--- src/rtl/wf_pkg.sv ---
package wf_pkg;
  typedef enum logic [2:0] {
    TRIG_HIGH = 3'd0,
    TRIG_LOW  = 3'd1,
    TRIG_RISE = 3'd2,
    TRIG_FALL = 3'd3,
    TRIG_BOTH = 3'd4
  } trig_e;

  localparam int unsigned BANK_BASE = 32'h0010;
  localparam int unsigned CFG_BASE  = 32'h0110;
  localparam int unsigned VER_ADDR  = 32'h1000;
  localparam int unsigned MODE_ADDR = 32'h1004;
  localparam int unsigned CLR_BIT   = 8;

  function automatic logic trig_hit(input logic [2:0] t, input logic cur, input logic prev);
    case (t)
      TRIG_HIGH: return cur;
      TRIG_LOW:  return !cur;
      TRIG_RISE: return cur && !prev;
      TRIG_FALL: return !cur && prev;
      TRIG_BOTH: return cur ^ prev;
      default:   return 1'b0;
    endcase
  endfunction
endpackage

--- src/rtl/wf_regs.sv ---
module wf_regs #(
  parameter int N_GPIO     = 16,
  parameter int ADDR_W     = 16,
  parameter int DATA_W     = 32,
  parameter int VERSION    = 32'h30200,
  parameter bit NEW_LAYOUT = 1'b1
) (
  input  logic                     clk,
  input  logic                     rst,
  input  logic                     bus_we,
  input  logic                     bus_re,
  input  logic [ADDR_W-1:0]        bus_addr,
  input  logic [DATA_W-1:0]        bus_wdata,
  output logic [DATA_W-1:0]        bus_rdata,
  output logic [N_GPIO-1:0][2:0]   trig_o,
  output logic [N_GPIO-1:0]        en_o,
  output logic [N_GPIO-1:0]        mask_o,
  output logic [N_GPIO-1:0]        clr_o,
  output logic                     sec_mode_o,
  output logic                     clr_all_o
);
  import wf_pkg::*;

  localparam int IDX_W  = (N_GPIO > 1) ? $clog2(N_GPIO) : 1;
  localparam int N_BANK = (N_GPIO + 31) / 32;
  localparam int BK_W   = (N_BANK > 1) ? $clog2(N_BANK) : 1;
  localparam logic [4:0] KEEP = NEW_LAYOUT ? 5'h1F : 5'h0F;
  localparam logic [ADDR_W-1:0] CFG_LO  = ADDR_W'(CFG_BASE);
  localparam logic [ADDR_W-1:0] CFG_HI  = ADDR_W'(CFG_BASE + 4 * N_GPIO);
  localparam logic [ADDR_W-1:0] BANK_LO = ADDR_W'(BANK_BASE);
  localparam logic [ADDR_W-1:0] BANK_HI = ADDR_W'(BANK_BASE + 4 * N_BANK);

  logic [N_GPIO-1:0][4:0] cfg_q;
  logic                   sec_q;
  logic [DATA_W-1:0]      rdata_q, rd_mux;
  logic [ADDR_W-1:0]      cfg_off, bank_off;
  logic [IDX_W-1:0]       cfg_idx;
  logic [BK_W-1:0]        bank_idx;
  logic                   cfg_hit, bank_hit, ver_hit, mode_hit;
  logic [N_BANK*32-1:0]   bank_q;

  assign cfg_off  = bus_addr - CFG_LO;
  assign bank_off = bus_addr - BANK_LO;
  assign cfg_idx  = cfg_off[IDX_W+1:2];
  assign bank_idx = bank_off[BK_W+1:2];
  assign cfg_hit  = (bus_addr[1:0] == 2'b00) && (bus_addr >= CFG_LO) && (bus_addr < CFG_HI);
  assign bank_hit = !NEW_LAYOUT && (bus_addr[1:0] == 2'b00) &&
                    (bus_addr >= BANK_LO) && (bus_addr < BANK_HI);
  assign ver_hit  = (bus_addr == ADDR_W'(VER_ADDR));
  assign mode_hit = (bus_addr == ADDR_W'(MODE_ADDR));

  // per-pin configuration words
  for (genvar i = 0; i < N_GPIO; i++) begin : g_cfg
    logic sel;
    assign sel = bus_we && cfg_hit && (cfg_idx == IDX_W'(i));
    always_ff @(posedge clk) begin
      if (rst) cfg_q[i] <= '0;
      else if (sel) cfg_q[i] <= bus_wdata[4:0] & KEEP;
    end
    assign clr_o[i]  = sel && bus_wdata[CLR_BIT];
    assign trig_o[i] = cfg_q[i][2:0];
  end

  // layout variant: where enable and mask live
  if (NEW_LAYOUT) begin : g_new
    for (genvar i = 0; i < N_GPIO; i++) begin : g_bits
      assign en_o[i]   = cfg_q[i][3];
      assign mask_o[i] = cfg_q[i][4];
    end
    assign bank_q = '0;
  end else begin : g_old
    for (genvar b = 0; b < N_BANK; b++) begin : g_bank
      always_ff @(posedge clk) begin
        if (rst) bank_q[b*32 +: 32] <= '0;
        else if (bus_we && bank_hit && (bank_idx == BK_W'(b)))
          bank_q[b*32 +: 32] <= bus_wdata[31:0];
      end
    end
    for (genvar i = 0; i < N_GPIO; i++) begin : g_bits
      assign en_o[i]   = bank_q[i];
      assign mask_o[i] = cfg_q[i][3];
    end
  end

  // mode register, write only
  assign clr_all_o = bus_we && mode_hit && (bus_wdata[0] != sec_q);
  always_ff @(posedge clk) begin
    if (rst) sec_q <= 1'b0;
    else if (bus_we && mode_hit) sec_q <= bus_wdata[0];
  end
  assign sec_mode_o = sec_q;

  // read path
  always_comb begin
    rd_mux = '0;
    if (ver_hit)       rd_mux = DATA_W'(VERSION);
    else if (cfg_hit)  rd_mux = DATA_W'(cfg_q[cfg_idx]);
    else if (bank_hit) rd_mux = DATA_W'(bank_q[32*bank_idx +: 32]);
  end

  always_ff @(posedge clk) begin
    if (rst) rdata_q <= '0;
    else if (bus_re) rdata_q <= rd_mux;
  end
  assign bus_rdata = rdata_q;

  a_r7_mode_reads_zero: assert property (@(posedge clk) disable iff (rst)
    (bus_re && mode_hit) |=> (bus_rdata == '0));
  a_r8_version_read: assert property (@(posedge clk) disable iff (rst)
    (bus_re && ver_hit) |=> (bus_rdata == DATA_W'(VERSION)));
endmodule

--- src/rtl/wf_pin_latch.sv ---
module wf_pin_latch #(
  parameter int N_GPIO = 16
) (
  input  logic                   clk,
  input  logic                   rst,
  input  logic [N_GPIO-1:0]      gpio_i,
  input  logic [N_GPIO-1:0][2:0] trig_i,
  input  logic [N_GPIO-1:0]      en_i,
  input  logic [N_GPIO-1:0]      clr_i,
  input  logic                   sec_mode_i,
  input  logic                   clr_all_i,
  output logic [N_GPIO-1:0]      pend_o
);
  import wf_pkg::*;

  logic [N_GPIO-1:0] prev_q, pend_q, hit;

  always_ff @(posedge clk) begin
    if (rst) prev_q <= '0;
    else     prev_q <= gpio_i;
  end

  for (genvar i = 0; i < N_GPIO; i++) begin : g_pin
    assign hit[i] = trig_hit(trig_i[i], gpio_i[i], prev_q[i]) && en_i[i];
    always_ff @(posedge clk) begin
      if (rst || clr_all_i || !sec_mode_i) pend_q[i] <= 1'b0;
      else if (clr_i[i])                   pend_q[i] <= 1'b0;
      else if (hit[i])                     pend_q[i] <= 1'b1;
    end
  end

  assign pend_o = pend_q;

  a_r6_clear_wins: assert property (@(posedge clk) disable iff (rst)
    (clr_i != '0) |=> ((pend_o & $past(clr_i)) == '0));
  a_r5_disabled_no_latch: assert property (@(posedge clk) disable iff (rst)
    1'b1 |=> ((pend_o & ~$past(pend_o) & ~$past(en_i)) == '0));
  a_r7_switch_clears: assert property (@(posedge clk) disable iff (rst)
    (clr_all_i || !sec_mode_i) |=> (pend_o == '0));
endmodule

--- src/rtl/wf_route.sv ---
module wf_route #(
  parameter int N_GPIO = 16,
  parameter int N_SPI  = 8
) (
  input  logic              clk,
  input  logic              rst,
  input  logic              sec_mode_i,
  input  logic [N_GPIO-1:0] gpio_i,
  input  logic [N_GPIO-1:0] pend_i,
  input  logic [N_GPIO-1:0] en_i,
  input  logic [N_GPIO-1:0] mask_i,
  input  logic [N_SPI-1:0]  spi_i,
  output logic [N_GPIO-1:0] gpio_o,
  output logic [N_SPI-1:0]  spi_o
);
  logic [N_GPIO-1:0] gpio_q;
  logic [N_SPI-1:0]  spi_q;

  always_ff @(posedge clk) begin
    if (rst) begin
      gpio_q <= '0;
      spi_q  <= '0;
    end else begin
      gpio_q <= sec_mode_i ? (pend_i & en_i & ~mask_i) : (gpio_i & en_i);
      spi_q  <= spi_i;
    end
  end

  assign gpio_o = gpio_q;
  assign spi_o  = spi_q;

  a_r2_spi_follow: assert property (@(posedge clk) disable iff (rst)
    1'b1 |=> (spi_o == $past(spi_i)));
  a_r1_pass_follow: assert property (@(posedge clk) disable iff (rst)
    !sec_mode_i |=> (gpio_o == $past(gpio_i & en_i)));
  a_r4_masked_quiet: assert property (@(posedge clk) disable iff (rst)
    sec_mode_i |=> ((gpio_o & $past(mask_i)) == '0));
endmodule

--- src/rtl/wf_forwarder.sv ---
module wf_forwarder #(
  parameter int N_GPIO     = 16,
  parameter int N_SPI      = 4,
  parameter int ADDR_W     = 16,
  parameter int DATA_W     = 32,
  parameter int VERSION    = 32'h30200,
  parameter bit NEW_LAYOUT = 1'b1
) (
  input  logic              clk,
  input  logic              rst,
  input  logic [N_GPIO-1:0] gpio_in,
  input  logic [N_SPI-1:0]  spi_in,
  input  logic              bus_we,
  input  logic              bus_re,
  input  logic [ADDR_W-1:0] bus_addr,
  input  logic [DATA_W-1:0] bus_wdata,
  output logic [DATA_W-1:0] bus_rdata,
  output logic [N_GPIO-1:0] gpio_irq_out,
  output logic [N_SPI-1:0]  spi_irq_out
);
  logic [N_GPIO-1:0][2:0] trig;
  logic [N_GPIO-1:0]      en, mask, clr, pend;
  logic                   sec_mode, clr_all;

  wf_regs #(
    .N_GPIO(N_GPIO), .ADDR_W(ADDR_W), .DATA_W(DATA_W),
    .VERSION(VERSION), .NEW_LAYOUT(NEW_LAYOUT)
  ) u_regs (
    .clk(clk), .rst(rst), .bus_we(bus_we), .bus_re(bus_re),
    .bus_addr(bus_addr), .bus_wdata(bus_wdata), .bus_rdata(bus_rdata),
    .trig_o(trig), .en_o(en), .mask_o(mask), .clr_o(clr),
    .sec_mode_o(sec_mode), .clr_all_o(clr_all)
  );

  wf_pin_latch #(.N_GPIO(N_GPIO)) u_latch (
    .clk(clk), .rst(rst), .gpio_i(gpio_in), .trig_i(trig), .en_i(en),
    .clr_i(clr), .sec_mode_i(sec_mode), .clr_all_i(clr_all), .pend_o(pend)
  );

  wf_route #(.N_GPIO(N_GPIO), .N_SPI(N_SPI)) u_route (
    .clk(clk), .rst(rst), .sec_mode_i(sec_mode), .gpio_i(gpio_in),
    .pend_i(pend), .en_i(en), .mask_i(mask), .spi_i(spi_in),
    .gpio_o(gpio_irq_out), .spi_o(spi_irq_out)
  );
endmodule

--- config.mk ---
export PLATFORM = sky130hd
export DESIGN_NAME = wf_forwarder
export DESIGN_NICKNAME = d
export VERILOG_FILES = /design/src/rtl/wf_pkg.sv /design/src/rtl/wf_regs.sv /design/src/rtl/wf_pin_latch.sv /design/src/rtl/wf_route.sv /design/src/rtl/wf_forwarder.sv
export SDC_FILE = /design/constraint.sdc
export NUM_CORES = 1
export LEC_CHECK = 0
export BUFFER_PORTS_ARGS = -buffer_cell sky130_fd_sc_hd__clkbuf_2
export CAP_MARGIN = 0
export CORE_MARGIN = 4
export CORE_UTILIZATION = 32
export DETAILED_ROUTE_END_ITERATION = 10
export PLACE_DENSITY_LB_ADDON = 0.25
export SLEW_MARGIN = 20
export SYNTH_ARGS = -nofsm -noshare
export SYNTH_HDL_FRONTEND = slang
export SYNTH_HIERARCHICAL = 1
export SYNTH_SLANG_ARGS = --single-unit
--- constraint.sdc ---
create_clock -name clk -period 2.8 [get_ports clk]
set_input_delay 0.42 -clock clk [delete_from_list [all_inputs] [get_ports clk]]
set_output_delay 0.42 -clock clk [all_outputs]
set_load 0.01 [all_outputs]
==> results.md <==
* Result of the run: finished, final reports clean
* Highest attainable clock frequency at roughly 0.44 GHz
* Maximum level of the CTS H-tree at 4
* Average footprint of a synthesized cell at 8.69 um2
* Final-stage net count at 1094
* I/O Buffers at between 70 and 80
* Clock tree from TritonCTS: yes
* IO Count at about 120
* Number of cells on the worst hold path at 2
* Power density normalized to cell area at 500 nW/um2
* Post-synth cell types at 52
* Via count of the first global-routing pass at just under 7000
* Final weighted congestion of routability-driven global placement at 0.813
* Total Routing Usage GR at between 10% and 20%
* Max cap viols at 0
* Slew at the pin with the worst max-slew slack at 0.801 ns
* Antenna cells at 0
* Std cell rows at slightly below 60
* Final sum of negative setup slack at 0 ns
* Worst hold path startpoint: spi_in[3]
* Capture point of the worst reg-to-reg path: u_latch/pend_o[0]$_SDFFE_PP0P_
* R2r startpoint: u_regs/sec_mode_o$_SDFFE_PP0P_
* Number of buffers added by the clock tree synthesis step at 17
* Clock latency at the later pin of the worst-skew pair at around 0.42 ns
* Overflow left after global routing at 0
* Pin count of the biggest net entering global routing at between 60 and 70
* Most instantiated flip-flop cell in the synthesis netlist: dfxtp_1
* Share of the core filled with cells in the final layout at a little under two fifths
* Number of antenna violations at the first check in global routing at 1
* Class of the tightest hold or removal check: in -> reg
* Min cycle time layout at between 2 and 2.5 ns
* Horiz. Die Dim at ~170 um
* Number of sinks on the clock net at 139
* Static power due to leakage at roughly 3.4 nW
* Max VDD drop at 228 uV
* Wirelength, routed at between 20000 and 25000 um
* Final HPWL from detailed placement at roughly 17000 um
* Number of buffers inserted by post-CTS setup repair at 0
* Die Span Y at 168 um
* Worst-path clk slew at around 0.060 ns
* Final number of setup-violating endpoints at 0
* Flip-flop and latch count after synthesis at 139
* Most common cell after layout, fill and taps aside: dfxtp_1
* Final design instance area without fill at roughly 9300 um2
* Cell area after placement at 8720 um2
* Post-route fraction of the period consumed by the critical path at a little over 80%
* Final routed wire length divided by cell count at roughly 19 um
* Mean number of vias per cell at roughly 5.4
* Post-synthesis to final-layout area growth at 13.4%
* Gate count after technology mapping at 945
* Worst setup SP type: primary input
* Type of destination of the critical path: register
* First-iteration detailed-routing DRC count at ~740
* Ys Warns at 6
* Post-CTS Hold Buffers at 0
* Max-slew headroom at approximately 47%
* Number of instances resized during post-cts repair at 0
* Post-Syn Area at between 8000 and 9000 um2
* Hold violation total from the final report at 0
* Worst clock skew at around 0.0063 ns
* Unrepaired setup endpoints after global routing: no
* Drt drc at 0
* Effective utilization at floorplan at between 30 and 40%
* Pins over their slew limit at 0
* Core area at roughly 25000 um2
* Async set-reset flop share out of synthesis at 0%
* Total Die Area at between 20000 and 30000 um2
* Hold slack at 0.203 ns
* Count of vias placed by the detailed router at 7164
* EDFF count, synth at 0
* First-pass GRT wire length at roughly 39000 um
* Crit path DAT at 2.57 ns
* Critical-path maximum fanout at 16
* Master cell of the clock root buffer: clkbuf_16
* Category of the critical setup timing path: in -> reg
* Worst-case register-to-register setup slack at about 0.93 ns
* Highest-count cells in the layout ignoring fill and taps: dfxtp_1 (139), a21oi_1 (99), nor2_1 (79), clkbuf_2 (72), nand3_1 (68)
* Register area share after synthesis at roughly a third
* End point of the most critical hold path: u_route/spi_o[3]$_SDFF_PP0_
* Max Buffers Root-to-Sink at 2
* Share of final-layout standard cells stronger than drive strength 1 at 18.2%
* Antenna Nets Post-Route at 0
* Design Power at roughly 4.7 mW
* Worst path required time at ~3.1 ns
* Worst R2R Path Depth at 6
* Number of detailed-route iterations in the first pass at 5
[worst max path at each step]
stage	from	end	slack, ns	depth (start not counted)
2_1_floorplan	bus_addr[4]	u_latch/pend_o[1]$_SDFFE_PP0P_	0.03	12
3_3_place_gp	bus_addr[5]	u_latch/pend_o[0]$_SDFFE_PP0P_	0.22	9
3_5_place_dp	bus_addr[5]	u_latch/pend_o[0]$_SDFFE_PP0P_	0.12	9
4_1_cts	bus_addr[5]	u_latch/pend_o[0]$_SDFFE_PP0P_	0.55	9
5_1_grt	bus_addr[5]	u_latch/pend_o[1]$_SDFFE_PP0P_	0.39	9
6_report	bus_addr[5]	u_latch/pend_o[0]$_SDFFE_PP0P_	0.51	9
[cells in the mapped netlist (7+ instances only)]
| cell | instances | area (um2) |
|---|---|---|
| dfxtp_1 | 139 | 2780 |
| a21oi_1 | 99 | 495 |
| nor2_1 | 79 | 297 |
| nand3_1 | 68 | 340 |
| o21ai_0 | 60 | 300 |
| clkbuf_1 | 50 | 188 |
| nand2b_1 | 38 | 238 |
| buf_4 | 37 | 278 |
| ha_1 | 37 | 463 |
| nand4_1 | 36 | 225 |
| inv_1 | 35 | 131 |
| mux2i_1 | 25 | 250 |
| o31ai_1 | 25 | 188 |
| nor2b_1 | 23 | 144 |
| and4_1 | 17 | 149 |
| a2111oi_2 | 16 | 240 |
| a22oi_1 | 16 | 120 |
| nand3b_1 | 16 | 120 |
| nor4b_1 | 16 | 140 |
| xor2_1 | 16 | 140 |
| mux2_2 | 11 | 124 |
| mux4_2 | 10 | 225 |
| o22ai_1 | 10 | 62.6 |
| and2_1 | 9 | 56.3 |
| nand2_1 | 7 | 26.3 |
[where the power goes]
| group | switching (mW) | internal (mW) |
|---|---|---|
| registers | 0.00703 | 1.99 |
| logic | 0.249 | 0.127 |
| clock network | 0.905 | 1.37 |
[critical path, cell delays in order]
cell,delay (ns)
clkbuf_2,0.15
inv_1,0.12
ha_1,0.19
nor4bb_1,0.45
nor3b_1,0.32
nor3b_1,0.37
nor2_4,0.08
nand2_4,0.37
a2111oi_2,0.09
[stage by stage]
step	cells	setup slack, ns
after floorplan	968	0.0307
final	1328	0.511
after global routing	1328	0.393
after global placement	1296	0.215
after CTS	1328	0.550
after detailed placement	1296	0.118
[final cells by class]
| class | instances | area (um2) |
|---|---|---|
| clock buffer | 20 | 467 |
| tap | 330 | 413 |
| inverter | 35 | 131 |
| fill | 2539 | 15900 |
| multi-input combinational | 696 | 4820 |
| timing repair buffer | 96 | 566 |
| sequential | 139 | 2780 |
| clock inverter | 12 | 121 |
[sequential cells by signal (all words and copies together) (netlist names)]
register           flops
u_regs/trig_o         48
u_latch/pend_o        16
u_latch/prev_q        16
u_regs/en_o           16
u_regs/mask_o         16
u_route/gpio_o        16
u_regs/bus_rdata       6
u_route/spi_o          4
u_regs/sec_mode_o      1
[cells by family after synthesis]
logic type,Yosys count,share of synthesized area [%]
and+or+nand+nor,337,24.2
adders and majority gates,37,5.64
xor gates and xnor gates,17,1.81
DFF,139,33.9
muxes,51,7.99
other,1,0.0457
AOI/OAI and AO/OA,230,17.8
buffers and inverters,133,8.55
[routing by layer]
layer / up-vias / part of all wire [%] / GRT usage (%)
li1: 3471 / - / -
met1: 3426 / 46 / 24.1
met2: 235 / 47 / 27.6
met3: 30 / 5.5 / 3.36
met4: 2 / 1.7 / 4.73
met5: - / 0.052 / 0
Power figures use the tool's default switching activity.
